--- config.mk ---
export PLATFORM = sky130hd
export DESIGN_NAME = cfg_io_port
export DESIGN_NICKNAME = d
export VERILOG_FILES = /design/src/rtl/cio_pkg.sv /design/src/rtl/cio_regs.sv /design/src/rtl/cio_addr_latch.sv /design/src/rtl/cio_sync.sv /design/src/rtl/cio_pin_slice.sv /design/src/rtl/cio_readback.sv /design/src/rtl/cfg_io_port.sv
export SDC_FILE = /design/constraint.sdc
export NUM_CORES = 1
export LEC_CHECK = 0
export CAP_MARGIN = 20
export CORE_MARGIN = 2
export CORE_UTILIZATION = 36
export CTS_BUF_LIST = sky130_fd_sc_hd__clkbuf_4 sky130_fd_sc_hd__clkbuf_8 sky130_fd_sc_hd__clkbuf_16
export CTS_CLUSTER_SIZE = 30
export DETAILED_ROUTE_END_ITERATION = 16
export PLACE_DENSITY = 0.7
export SETUP_SLACK_MARGIN = 0.02
export SLEW_MARGIN = 20
export SYNTH_ARGS = -nofsm -noshare
export SYNTH_HDL_FRONTEND = slang
export SYNTH_HIERARCHICAL = 1
export SYNTH_SLANG_ARGS = --single-unit
--- constraint.sdc ---
create_clock -name clk -period 0.9 [get_ports clk]
set_clock_uncertainty 0.05 [all_clocks]
set_input_delay 0.09 -clock clk [delete_from_list [all_inputs] [get_ports clk]]
set_output_delay 0.09 -clock clk [all_outputs]
set_load 0.02 [all_outputs]
--- src/rtl/cio_pkg.sv ---
package cio_pkg;

    localparam int PORT_W  = 8;
    localparam int CS_W    = 3;
    localparam int RA_W    = 3;

    typedef enum logic [1:0] {
        SRC_DOUT  = 2'b00,
        SRC_ADDR  = 2'b01,
        SRC_MCELL = 2'b10,
        SRC_CS    = 2'b11
    } src_e;

    typedef enum logic [RA_W-1:0] {
        RA_DIN   = 3'd0,
        RA_CTRL  = 3'd1,
        RA_DIR   = 3'd2,
        RA_DOUT  = 3'd3,
        RA_MCELL = 3'd4
    } reg_addr_e;

    typedef struct packed {
        logic [PORT_W-1:0] ctrl;
        logic [PORT_W-1:0] dir;
        logic [PORT_W-1:0] dout;
    } port_regs_t;

    // Effective source of one pin: a set control bit forces the address path.
    function automatic src_e pick_src(input logic force_addr, input logic [1:0] cfg);
        if (force_addr) return SRC_ADDR;
        return src_e'(cfg);
    endfunction

endpackage

--- src/rtl/cio_regs.sv ---
module cio_regs
    import cio_pkg::*;
(
    input  logic                clk,
    input  logic                rst,
    input  logic                wr,
    input  logic [RA_W-1:0]     addr,
    input  logic [PORT_W-1:0]   wdata,
    output port_regs_t          regs
);

    port_regs_t regs_q;

    always_ff @(posedge clk) begin
        if (rst) begin
            regs_q <= '0;
        end else if (wr) begin
            case (reg_addr_e'(addr))
                RA_CTRL: regs_q.ctrl <= wdata;
                RA_DIR:  regs_q.dir  <= wdata;
                RA_DOUT: regs_q.dout <= wdata;
                default: ;
            endcase
        end
    end

    assign regs = regs_q;

    // a write outside the writable offsets leaves every register unchanged
    p_ignored_write_r11: assert property (@(posedge clk) disable iff (rst)
        (wr && !(addr inside {RA_CTRL, RA_DIR, RA_DOUT})) |=> $stable(regs_q));

endmodule

--- src/rtl/cio_addr_latch.sv ---
module cio_addr_latch
    import cio_pkg::*;
#(
    parameter int W = PORT_W
)(
    input  logic         clk,
    input  logic         rst,
    input  logic         ale,
    input  logic [W-1:0] bus_addr,
    output logic [W-1:0] addr_q
);

    logic [W-1:0] held_q;

    always_ff @(posedge clk) begin
        if (rst)      held_q <= '0;
        else if (ale) held_q <= bus_addr;
    end

    // Transparent while ale is high, holding the last captured byte otherwise.
    assign addr_q = ale ? bus_addr : held_q;

    // with ale low on two consecutive edges, the latched byte does not move
    p_latch_hold_r8: assert property (@(posedge clk) disable iff (rst)
        !ale |=> (ale || $stable(addr_q)));

endmodule

--- src/rtl/cio_sync.sv ---
module cio_sync
    import cio_pkg::*;
#(
    parameter int W = PORT_W
)(
    input  logic         clk,
    input  logic         rst,
    input  logic [W-1:0] d,
    output logic [W-1:0] q
);

    logic [W-1:0] s1_q, s2_q;

    always_ff @(posedge clk) begin
        if (rst) begin
            s1_q <= '0;
            s2_q <= '0;
        end else begin
            s1_q <= d;
            s2_q <= s1_q;
        end
    end

    assign q = s2_q;

    // an input held steady across two edges is presented at the output
    p_sync_settle_r3: assert property (@(posedge clk) disable iff (rst)
        ((d == $past(d)) && ($past(d) == $past(d, 2))) |-> (q == d));

endmodule

--- src/rtl/cio_pin_slice.sv ---
module cio_pin_slice
    import cio_pkg::*;
#(
    parameter bit HAS_CS = 1'b1
)(
    input  logic       dout_bit,
    input  logic       addr_bit,
    input  logic       mcell_bit,
    input  logic       cs_bit,
    input  logic       ctrl_bit,
    input  logic [1:0] cfg,
    input  logic       dir_bit,
    input  logic       ext_oe_bit,
    output logic       out_bit,
    output logic       oe_bit
);

    src_e sel;
    logic cs_src;

    assign sel = pick_src(ctrl_bit, cfg);

    generate
        if (HAS_CS) begin : g_cs
            assign cs_src = cs_bit;
        end else begin : g_no_cs
            assign cs_src = 1'b0;
        end
    endgenerate

    always_comb begin
        unique case (sel)
            SRC_DOUT:  out_bit = dout_bit;
            SRC_ADDR:  out_bit = addr_bit;
            SRC_MCELL: out_bit = mcell_bit;
            SRC_CS:    out_bit = cs_src;
            default:   out_bit = 1'b0;
        endcase
    end

    assign oe_bit = dir_bit | ext_oe_bit;

    // a set control bit always routes the address bit to the pin
    always_comb begin
        p_ctrl_force_r7: assert (!ctrl_bit || (out_bit === addr_bit) || $isunknown(addr_bit));
    end

endmodule

--- src/rtl/cio_readback.sv ---
module cio_readback
    import cio_pkg::*;
(
    input  logic [RA_W-1:0]   addr,
    input  port_regs_t        regs,
    input  logic [PORT_W-1:0] din_sync,
    input  logic [PORT_W-1:0] mcell,
    output logic [PORT_W-1:0] rdata
);

    always_comb begin
        case (reg_addr_e'(addr))
            RA_DIN:   rdata = din_sync;
            RA_CTRL:  rdata = regs.ctrl;
            RA_DIR:   rdata = regs.dir;
            RA_DOUT:  rdata = regs.dout;
            RA_MCELL: rdata = mcell;
            default:  rdata = '0;
        endcase
    end

endmodule

--- src/rtl/cfg_io_port.sv ---
module cfg_io_port
    import cio_pkg::*;
(
    input  logic                 clk,
    input  logic                 rst,
    input  logic [RA_W-1:0]      cpu_addr,
    input  logic                 cpu_wr,
    input  logic [PORT_W-1:0]    cpu_wdata,
    output logic [PORT_W-1:0]    cpu_rdata,
    input  logic [PORT_W-1:0]    bus_addr,
    input  logic                 ale,
    input  logic [PORT_W-1:0]    mcell_out,
    input  logic [CS_W-1:0]      ext_cs,
    input  logic [PORT_W-1:0]    ext_oe,
    input  logic [2*PORT_W-1:0]  src_cfg,
    input  logic [PORT_W-1:0]    pin_in,
    output logic [PORT_W-1:0]    pin_out,
    output logic [PORT_W-1:0]    pin_oe,
    output logic [PORT_W-1:0]    logic_in
);

    port_regs_t        regs;
    logic [PORT_W-1:0] addr_lat;
    logic [PORT_W-1:0] din_sync;

    cio_regs u_regs (
        .clk   (clk),
        .rst   (rst),
        .wr    (cpu_wr),
        .addr  (cpu_addr),
        .wdata (cpu_wdata),
        .regs  (regs)
    );

    cio_addr_latch #(.W(PORT_W)) u_latch (
        .clk      (clk),
        .rst      (rst),
        .ale      (ale),
        .bus_addr (bus_addr),
        .addr_q   (addr_lat)
    );

    cio_sync #(.W(PORT_W)) u_sync (
        .clk (clk),
        .rst (rst),
        .d   (pin_in),
        .q   (din_sync)
    );

    genvar i;
    generate
        for (i = 0; i < PORT_W; i++) begin : g_pin
            logic cs_line;
            if (i < CS_W) begin : g_cs_wire
                assign cs_line = ext_cs[i];
            end else begin : g_cs_none
                assign cs_line = 1'b0;
            end
            cio_pin_slice #(.HAS_CS(i < CS_W)) u_slice (
                .dout_bit   (regs.dout[i]),
                .addr_bit   (addr_lat[i]),
                .mcell_bit  (mcell_out[i]),
                .cs_bit     (cs_line),
                .ctrl_bit   (regs.ctrl[i]),
                .cfg        (src_cfg[2*i +: 2]),
                .dir_bit    (regs.dir[i]),
                .ext_oe_bit (ext_oe[i]),
                .out_bit    (pin_out[i]),
                .oe_bit     (pin_oe[i])
            );
        end
    endgenerate

    cio_readback u_rb (
        .addr     (cpu_addr),
        .regs     (regs),
        .din_sync (din_sync),
        .mcell    (mcell_out),
        .rdata    (cpu_rdata)
    );

    assign logic_in = pin_in;

    // every direction bit just written turns its driver on
    p_dir_enable_r9: assert property (@(posedge clk) disable iff (rst)
        (cpu_wr && cpu_addr == RA_DIR) |=> ((pin_oe & $past(cpu_wdata)) == $past(cpu_wdata)));

    // the data-out value just written is what offset 3 returns
    p_dout_readback_r2: assert property (@(posedge clk) disable iff (rst)
        (cpu_wr && cpu_addr == RA_DOUT) |=> (cpu_addr != RA_DOUT || cpu_rdata == $past(cpu_wdata)));

    // pins given a set control bit by a write follow the latched address
    p_ctrl_addr_r7: assert property (@(posedge clk) disable iff (rst)
        (cpu_wr && cpu_addr == RA_CTRL) |=> (((pin_out ^ addr_lat) & $past(cpu_wdata)) == '0));

endmodule

Word-level counts from Yosys, hierarchy flattened:

Index checks and enable logic that the tools add are counted.

* bits in registers: 48
* output and inout bits: 32

* eq/ne operators: 28
* muxes and demuxes: 34
* bitwise gates (word level): 8
* reductions and logical operators: 12

Operators with widths (count)
* 8-bit one-hot mux with 5 select lines: 1
* 2-bit == test (second input constant): 16
* 2-bit two-way mux: 16
* 1-bit one-hot mux with 4 select lines: 8
* 2-bit by 1-bit == test with 1-bit output (second input constant): 8
* 2-bit logical NOT: 8
* 1-bit two-way mux: 8
* 8-bit two-way mux: 1
* 1-bit bitwise OR: 8
* 3-bit by 2-bit == test with 1-bit output (second input constant): 2
* 2-bit AND reduction: 3
* 3-bit by 1-bit == test with 1-bit output (second input constant): 1
* 3-bit == test (second input constant): 1
* 3-bit logical NOT: 1

Longest topological paths before layout:

* depth after elaboration: 4
* mapped depth: 4

Cells and area by module:

The synthesis kept the hierarchy.

Modules (own cells, without submodules)
* cio_regs: times used 1, cells an instance 91, area an instance 1012.2 um^2
* cio_sync: times used 1, cells an instance 33, area an instance 464.2 um^2
* cio_readback: times used 1, cells an instance 43, area an instance 359.1 um^2
* cio_addr_latch: times used 1, cells an instance 25, area an instance 341.6 um^2
* cio_pin_slice at g_pin[3].u_slice ...: times used 5, cells an instance 5, area an instance 40.0 um^2
* cio_pin_slice at g_pin[0].u_slice ...: times used 3, cells an instance 7, area an instance 45.0 um^2
* cfg_io_port: times used 1, cells an instance 9, area an instance 63.8 um^2

Least setup slack after synthesis:

Ideal clock, no wire load.

* path type: register to output
* start point: register u_regs.regs_q, in the netlist u_regs/regs[22]
* end point: output port cpu_rdata[6]
* data arrival time: 0.870 ns
* path slack: -0.110 ns
* stages on the path, launching flop included: 4
* buffers on the path: 0
* path through: dfxtp_1 mux2_4 a32oi_1 o21ai_1

* longest elaborated chain between the ends: 1

Ends and longest elaborated chain
* start: declaration: line cio_regs.sv:12 `port_regs_t regs_q;`
* 8-bit one-hot mux with 5 select lines: line cio_readback.sv:12 `case (reg_addr_e'(addr))`
* end: declaration: line cfg_io_port.sv:9 `output logic [PORT_W-1:0] cpu_rdata,`

No other way between the ends.

Final worst setup path:

* start point: register u_regs.regs_q, in the netlist u_regs/regs[13]
* end point: output port cpu_rdata[5]

The elaborated chain is that of the path after synthesis.

==> flow_metrics.py <==
metrics = {
    "clock_tree": {
        "path_clk_slew_ps": 90,
        "clkSinkCount": 48,
        "clk_latency_ps": 300,
        "cts_tree": "built",
        "ctsHoldBuffers": 0,
        "cts_made_buffers": 5,
        "clock-root-buffer": "clkbuf_8",
        "clockBufferDepth": 2,
        "h-tree-depth": 2,
    },
    "worst_setup_path": {
        "critPathRequiredTime_ps": 760,
        "cp-start-kind": "flip-flop",
        "path_cells": "mux2_4, a32oi_2, o21ai_1, buf_4",
        "cp_max_fo": 2,
        "crit_arrival_ps": 1350,
        "r2r_slack_ps": 10,
        "path_class": "reg2out",
        "critPathMaxStageDelay_ps": 330,
        "end_kind": "output port",
        "cpMaxStageDelayCell": "dfxtp_2",
    },
    "finish": {
        "fin_area_um2": 4430,
        "mostFrequentLayoutCells": "clkdlybuf4s50_1, buf_4, buf_6, nand2b_1",
        "multi_input_area_um2": 1760,
        "fin_cells": 476,
        "nNetsFinal": 445,
        "regArea_um2": 993,
        "nFillCells": 557,
        "n_antenna_cell": 0,
        "drive_gt1_share_pct": 50.8,
        "syn2layout_area_growth_pct": 72.1,
        "final_common_cell": "clkdlybuf4s50_1",
    },
    "sta": {
        "rsz0062_at_grt": "true",
        "report.final.slew_viol_count": 0,
        "timing.final.ws_setup_ps": -590,
        "hold_viol": 0,
        "worst_pin_slew_ps": 336,
        "slew_headroom_pct": 77.6,
        "finalSetupViolations": 30,
        "finalWorstPathRequiredPeriod_ps": 1490,
        "fmax_mhz": 671,
        "fin_crit_sh_pct": 166,
        "whs_ps": 37.1,
    },
    "status": {
        "status": "finished, violations left",
        "violations": "setup timing",
    },
    "drt": {
        "ant_nets": 0,
        "via_count": 2279,
        "drtIter0Drc": 82,
        "drc": 0,
        "drtPass1Iterations": 4,
        "wirelength_um": 7330,
        "wl_per_cell_um": 15.4,
        "drt-vias-per-instance": 4.79,
    },
    "placed_design": {
        "dpl_worst_slack_ps": -1180,
        "place.gp.congestion": 0.796,
        "placed_cell_area_um2": 3990,
        "portBuffers": 97,
        "dp_hpwl_um": 5200,
        "placed_cells": 460,
    },
    "power": {
        "power_density_nw_per_um2": 1180,
        "power_uw": 5210,
        "peakVddDrop_mv": 0.659,
        "leakagePower_uw": 0.00189,
    },
    "floorplanning": {
        "die_x_um": 88.5,
        "dieArea_um2": 7840,
        "die_h_um": 88.5,
        "initial_core_util_pct": 37.4,
        "core_um2": 6870,
        "io_pins": 98,
        "num_rows": 30,
    },
    "synth": {
        "syn-instance-count": 246,
        "synth_area_um2": 2570,
        "synth_area_per_cell_um2": 10.5,
        "yosysWarnings": 6,
        "synth_nets": 312,
    },
    "min_path": {
        "hold_path_class": "in2reg",
    },
    "global_route": {
        "grt.total_usage_pct": 18.4,
        "grt_pass1_wl_um": 11100,
        "first_global_vias": 2320,
        "grt-ovfl-total": 0,
        "antenna_found_initial": 0,
        "grt_max_degree": 33,
    },
    "flow_run": {
        "maxCapViolations": 0,
    },
}
==> registers in the layout, indices dropped and copies added, names as in the netlist <==
register,count
u_regs/regs,24
u_sync/s1_q,8
u_latch/held_q,8
u_sync/q,8
==> cell type report <==
cell class	instances	share of cell area, %
clock buffers	5	1.55
inverters	4	0.339
flip-flops and latches	48	22.4
multi-input cells	173	39.8
well taps	96	2.71
repair buffers	147	32.2
clock inverters	3	0.961
==> what timing repair did <==
action,in CTS,in global routing
setup buffers,7,2
gates cloned,1,0
endpoints found under the setup margin,64,55
pin swaps,9,6
resized for setup,228,43
==> path summary, 6_finish.rpt <==
kind / startpoint / end / cells after the start
max: u_regs/regs[13] / cpu_rdata[5] / 4
min: pin_in[0] / u_sync/s1_q[0] / 2
max reg2reg: u_latch/held_q[1] / u_latch/held_q[1] / 2
min reg2reg: u_sync/s1_q[5] / u_sync/q[5] / 1
==> routing by layer <==
| metal | routed length [µm] | track usage, % |
|---|---|---|
| met5 | 0 | 0 |
| met4 | 64 | 5.10 |
| met3 | 344 | 2.80 |
| met2 | 3620 | 32.0 |
| met1 | 3310 | 23.8 |
==> critical path: cells and delay by family, from the launching register on <==
family	cells	cell delay [ps]
buffers and inverters	1	170
DFF	1	330
muxes	1	270
AOI/OAI and AO/OA	2	280
==> through the flow <==
| stage | utilization, % | setup TNS (ps) |
|---|---|---|
| after floorplan | - | -719 |
| after global placement | 58.1 | -42050 |
| after detailed placement | 58.1 | -43440 |
| after CTS | 62.6 | -11360 |
| after global routing | 64.5 | -12540 |
| final | 64.5 | -11330 |
==> where the power goes <==
| group | leakage, µW | internal, µW | switching, µW |
|---|---|---|---|
| logic | 0.00144 | 842 | 575 |
| registers | 0.000403 | 2200 | 40.8 |
| clock network | 0.0000541 | 823 | 734 |
| total | 0.00189 | 3860 | 1350 |
Power figures use the tool's default switching activity.
